**src/rtl/hs_pkg.sv**
```systemverilog
package hs_pkg;
  typedef enum logic {
    MODE_LEVEL  = 1'b0,
    MODE_TOGGLE = 1'b1
  } hs_mode_e;
endpackage

```
**src/rtl/hs_sync.sv**
```systemverilog
module hs_sync #(
  parameter int STAGES = 2
) (
  input  logic clk,
  input  logic rst_n,
  input  logic d,
  output logic q
);
  logic [STAGES-1:0] sr_q, sr_n;

  always_comb begin
    sr_n = {sr_q[STAGES-2:0], d};
  end

  always_ff @(posedge clk or negedge rst_n) begin
    if (!rst_n) sr_q <= '0;
    else        sr_q <= sr_n;
  end

  assign q = sr_q[STAGES-1];
endmodule

```
**src/rtl/hs_tx.sv**
```systemverilog
module hs_tx
  import hs_pkg::*;
#(
  parameter int DATA_W = 8
) (
  input  logic              clk,
  input  logic              rst_n,
  input  hs_mode_e          mode,
  input  logic              src_valid,
  input  logic [DATA_W-1:0] src_data,
  output logic              src_ready,
  input  logic              ack_s,
  output logic              strobe,
  output logic [DATA_W-1:0] data
);
  logic              strobe_q, strobe_n;
  logic [DATA_W-1:0] data_q, data_n;
  logic              idle, accept, release_bus, upd_en;

  always_comb begin
    if (mode == MODE_TOGGLE) idle = (strobe_q == ack_s);
    else                     idle = !strobe_q && !ack_s;
    accept      = src_valid && idle;
    release_bus = (mode == MODE_LEVEL) && strobe_q && ack_s;
    upd_en      = accept || release_bus;
    strobe_n    = strobe_q;
    data_n      = data_q;
    if (accept) begin
      data_n   = src_data;
      strobe_n = (mode == MODE_TOGGLE) ? !strobe_q : 1'b1;
    end else if (release_bus) begin
      data_n   = '0;
      strobe_n = 1'b0;
    end
  end

  always_ff @(posedge clk or negedge rst_n) begin
    if (!rst_n) begin
      strobe_q <= 1'b0;
      data_q   <= '0;
    end else if (upd_en) begin
      strobe_q <= strobe_n;
      data_q   <= data_n;
    end
  end

  assign src_ready = idle;
  assign strobe    = strobe_q;
  assign data      = data_q;
endmodule

```
**src/rtl/hs_rx.sv**
```systemverilog
module hs_rx
  import hs_pkg::*;
#(
  parameter int DATA_W = 8
) (
  input  logic              clk,
  input  logic              rst_n,
  input  hs_mode_e          mode,
  input  logic              strobe_s,
  input  logic [DATA_W-1:0] bus_data,
  output logic              ack,
  output logic              snk_valid,
  output logic [DATA_W-1:0] snk_data,
  input  logic              snk_ready
);
  logic              ack_q, ack_n;
  logic              vld_q, vld_n;
  logic [DATA_W-1:0] dat_q, dat_n;
  logic              room, pending, capture, release_ack;

  always_comb begin
    room = !vld_q || snk_ready;
    if (mode == MODE_TOGGLE) pending = (strobe_s != ack_q);
    else                     pending = strobe_s && !ack_q;
    capture     = pending && room;
    release_ack = (mode == MODE_LEVEL) && !strobe_s && ack_q;
    ack_n = ack_q;
    if (capture)          ack_n = (mode == MODE_TOGGLE) ? !ack_q : 1'b1;
    else if (release_ack) ack_n = 1'b0;
    vld_n = capture ? 1'b1 : (snk_ready ? 1'b0 : vld_q);
    dat_n = capture ? bus_data : dat_q;
  end

  always_ff @(posedge clk or negedge rst_n) begin
    if (!rst_n) begin
      ack_q <= 1'b0;
      vld_q <= 1'b0;
      dat_q <= '0;
    end else begin
      ack_q <= ack_n;
      vld_q <= vld_n;
      if (capture) dat_q <= dat_n;
    end
  end

  assign ack       = ack_q;
  assign snk_valid = vld_q;
  assign snk_data  = dat_q;
endmodule

```
**src/rtl/hs_link.sv**
```systemverilog
module hs_link
  import hs_pkg::*;
#(
  parameter int DATA_W      = 8,
  parameter int SYNC_STAGES = 2
) (
  input  logic              clk,
  input  logic              rst_n,
  input  logic              mode_req,
  input  logic              src_valid,
  input  logic [DATA_W-1:0] src_data,
  output logic              src_ready,
  output logic              snk_valid,
  output logic [DATA_W-1:0] snk_data,
  input  logic              snk_ready,
  output logic              mode_now,
  output logic              bus_strobe,
  output logic              bus_ack,
  output logic [DATA_W-1:0] bus_data
);
  hs_mode_e mode_q, mode_n;
  logic     strobe_s, ack_s, quiet;

  always_comb begin
    quiet  = !bus_strobe && !bus_ack && !strobe_s && !ack_s && !snk_valid;
    mode_n = hs_mode_e'(mode_req);
  end

  always_ff @(posedge clk or negedge rst_n) begin
    if (!rst_n)     mode_q <= MODE_LEVEL;
    else if (quiet) mode_q <= mode_n;
  end

  hs_sync #(.STAGES(SYNC_STAGES)) u_sync_strobe (
    .clk(clk), .rst_n(rst_n), .d(bus_strobe), .q(strobe_s)
  );

  hs_sync #(.STAGES(SYNC_STAGES)) u_sync_ack (
    .clk(clk), .rst_n(rst_n), .d(bus_ack), .q(ack_s)
  );

  hs_tx #(.DATA_W(DATA_W)) u_tx (
    .clk(clk), .rst_n(rst_n), .mode(mode_q),
    .src_valid(src_valid), .src_data(src_data), .src_ready(src_ready),
    .ack_s(ack_s), .strobe(bus_strobe), .data(bus_data)
  );

  hs_rx #(.DATA_W(DATA_W)) u_rx (
    .clk(clk), .rst_n(rst_n), .mode(mode_q),
    .strobe_s(strobe_s), .bus_data(bus_data), .ack(bus_ack),
    .snk_valid(snk_valid), .snk_data(snk_data), .snk_ready(snk_ready)
  );

  assign mode_now = mode_q;
endmodule

```
**config.mk**
```make
export PLATFORM = sky130hd
export DESIGN_NAME = hs_link
export DESIGN_NICKNAME = d
export VERILOG_FILES = /design/src/rtl/hs_pkg.sv /design/src/rtl/hs_sync.sv /design/src/rtl/hs_tx.sv /design/src/rtl/hs_rx.sv /design/src/rtl/hs_link.sv
export SDC_FILE = /design/constraint.sdc
export NUM_CORES = 1
export LEC_CHECK = 0
export BUFFER_PORTS_ARGS = -buffer_cell sky130_fd_sc_hd__buf_2
export CORE_MARGIN = 5
export CORE_UTILIZATION = 40
export DETAILED_ROUTE_END_ITERATION = 8
export GPL_TIMING_DRIVEN = 0
export HOLD_SLACK_MARGIN = 0.1
export PLACE_DENSITY = 0.66
export SLEW_MARGIN = 0
export SYNTH_ARGS = -nofsm -noshare
export SYNTH_HDL_FRONTEND = slang
export SYNTH_SLANG_ARGS = --single-unit
```
**constraint.sdc**
```tcl
create_clock -name clk -period 2.3 [get_ports clk]
set_input_delay 0.23 -clock clk [delete_from_list [all_inputs] [get_ports clk]]
set_output_delay 0.23 -clock clk [all_outputs]
set_load 0.005 [all_outputs]
```
==> impl_metrics.csv <==
group,metric,value,unit
yosys,avgSynthCellArea,14.7,um2
drt,vias,677,
critical_path,crit_family,"flip-flops",
pwr,vdd_ir_drop_max,1.00,mV
timing,max_freq,0.576,GHz
yosys,yosys.area.top_type,"dfrtp_1",
clocking,clockBufferDepth,2,
global_route,grt.total_usage,13.1,%
floorplan,fp.dieH,59.7,um
critical_path,crit_path_max_fanout,7,
floorplan,ioPinCount,34,
yosys,syn-cell-area,987,um2
timing,rsz0062_at_grt,"false",
yosys,yosysSeqAreaShare,60.8,%
finish,multi_input_area,352,um2
place,placed_cell_area,1190,um2
timing,final-setup-viol-count,0,
critical_path,slowest_delay,0.48,ns
critical_path,crit_chain,"inv_1 -> ha_1 -> a21oi_1 -> buf_2",
pwr,p_leak,0.645,nW
critical_path,crit_buf_inv,2,
finish,final_nets,122,
yosys,synthTopCellsByArea,"dfrtp_1 (61%), mux2_2 (10%), a22o_1 (8.0%)",
clocking,postCtsSetupBuffers,0,
clocking,clockRootBuffer,"clkbuf_4",
yosys,ys_ff_latch,24,
finish,layout-drive-gt1-share,51.9,%
critical_path,critPathCaptureType,"output port",
yosys,yosysUniqueCellTypes,21,
place,dp_hpwl,1470,um
floorplan,die_area,3560,um2
critical_path,slowest_stage,"dfrtp_1",
yosys,ys.flop_type,"dfrtp_1",
finish,antenna_cells,0,
yosys,async_flop_share,100,%
finish,finalInstanceArea,1260,um2
global_route,grt_pass1_vias,766,
timing,finalMaxSlewViolations,0,
place,io_buffers,33,
clocking,htreeDepth,1,
drt,via_per_inst,4.98,
clocking,cts_tree,"built",
timing,tightest_slew,0.532,ns
timing,min_period,1.74,ns
critical_path,cp.arrival,1.51,ns
finish,regArea,601,um2
global_route,antenna_found_initial,0,
critical_path,crit_required,2.07,ns
worst_hold_path,min_path_type,"primary input to flip-flop",
global_route,grt_max_degree,25,
drt,ant_nets,0,
finish,area_delta_synth_final,27.9,%
run_status,run_status,"finished, final reports clean",
drt,routedWlPerCell,14.8,um
timing,fin_skew,0.00720,ns
global_route,grt_pass1_wl,3440,um
yosys,ys.warnings.count,0,
timing,fin_crit_sh,75.5,%
critical_path,path_class,"flip-flop to output port",
global_route,grt_overflow,0,
clocking,clk-insertion-delay-late,0.32,ns
clocking,cts_buffers,3,
place,gp_congestion,0.678,
floorplan,initial_utilization,41.0,%
timing,hold_violations,0,
yosys,synth_top_area_share,60.8,%
drt,routed_wl,2010,um
job,drv_cap,0,
timing,fin_setup_tns,0,ns
clocking,clock_sinks,24,
yosys,synth_edf_count,0,
finish,fillers,230,
timing,slew_headroom,64.5,%
floorplan,rows,18,
drt,drt_iter0_drc,10,
floorplan,core,2410,um2
pwr,cellPowerDensity,1600,nW/um2
floorplan,die_x,59.7,um
drt,firstDrtPassIters,4,
critical_path,critPathLaunchType,"flip-flop",
yosys,synthCells,67,
drt,drc,0,
clocking,clk_pin_slew_worst_paths,0.13,ns
yosys,syn-num-nets,82,
kinds of logic (layout without fill, tap and decap cells):
logic type	Yosys count	count (layout)	synth area share, %
AOI/OAI and AO/OA	16	16	16.6
and+or+nand+nor	8	8	5.20
buffers and inverters	7	46	3.55
muxes	10	10	11.3
DFF	24	24	60.8
adders and majority gates	2	2	2.53
placed cells by master, fill, tap and decap left out:
master,instances
ha_1,2
bufinv_16,1
buf_6,1
mux2i_1,1
o22a_2,1
buf_2,34
a22oi_1,1
inv_1,5
nor4_1,1
nand2_1,3
a22o_1,9
o2bb2ai_4,1
and2_2,1
a211o_2,1
clkbuf_4,3
dlygate4sd3_1,2
a21oi_1,1
dfrtp_1,24
nor2_1,1
nor2b_4,1
o21ai_0,1
mux2_2,9
and2b_2,1
a211oi_4,1
synth_stat cells, drive strengths merged, types with 2 or more instances:
library cell	number
buf	2
nand2	3
a22o	9
mux2	9
ha	2
inv	5
dfrtp	24
layout make-up:
cell class	count	area share [%]
repair buffers	35	14.7
clock inverters	1	2.38
plain buffers	2	1.29
flip-flops and latches	24	47.6
multi-input cells	36	27.8
well taps	30	2.97
clock buffers	3	1.78
inverters	5	1.49
path summary, 6_finish.rpt:
kind | start | end | slack, ns | depth (start not counted)
worst max register to register | u_rx.ack$_DFFE_PN0P_ | u_rx.snk_data[1]$_DFFE_PN0P_ | 0.62 | 5
worst min register to register | u_sync_strobe.sr_q[0]$_DFF_PN0_ | u_sync_strobe.sr_q[1]$_DFF_PN0_ | 0.36 | 0
min in group asynchronous | rst_n | u_rx.snk_data[2]$_DFFE_PN0P_ | 0.41 | 2
max in group asynchronous | rst_n | u_tx.data[6]$_DFFE_PN0P_ | 1.53 | 2
worst min-delay path | src_data[0] | u_tx.data[0]$_DFFE_PN0P_ | 0.12 | 2
worst max-delay path | u_tx.strobe$_DFFE_PN0P_ | src_ready | 0.56 | 4
registers in the layout, summed over array words and instances (netlist names):
name	count
u_sync_strobe.sr_q	2
u_rx.ack	1
mode_now	1
u_rx.snk_valid	1
u_rx.snk_data	8
u_tx.data	8
u_tx.strobe	1
u_sync_ack.sr_q	2
power by group:
part           total (mW)  switching, mW  internal [mW]
combinational       0.937          0.419          0.518
sequential          0.777          0.144          0.634
clock               0.303          0.127          0.176
total                2.02          0.689           1.33
per-stage QoR:
stage               worst slack, ns  std cells  total power [mW]  hold slack [ns]  utilization, %
floorplan                     0.776         67              1.41          -0.0656               -
global placement              0.633        130              1.71            0.230            49.4
detailed placement            0.613        130              1.75            0.241            49.4
CTS                           0.543        135              2.06            0.105            52.0
global route                  0.407        136              2.19            0.102            52.4
finish                        0.565        136              2.02            0.117            52.4
layer usage:
layer  global-route usage (%)  vias up  share of wire [%]
met5                        0        -                  0
met4                     6.65        0                1.9
met3                     3.89        4                6.9
met2                     20.4       24                 48
met1                     16.5      329                 43
li1                         -      320                  -
timing repair:
item	CTS	global route
hold endpoints to repair	24	1
gates resized for setup	0	0
hold buffers	1	1
No activity file was read; power rests on OpenSTA's default activity.
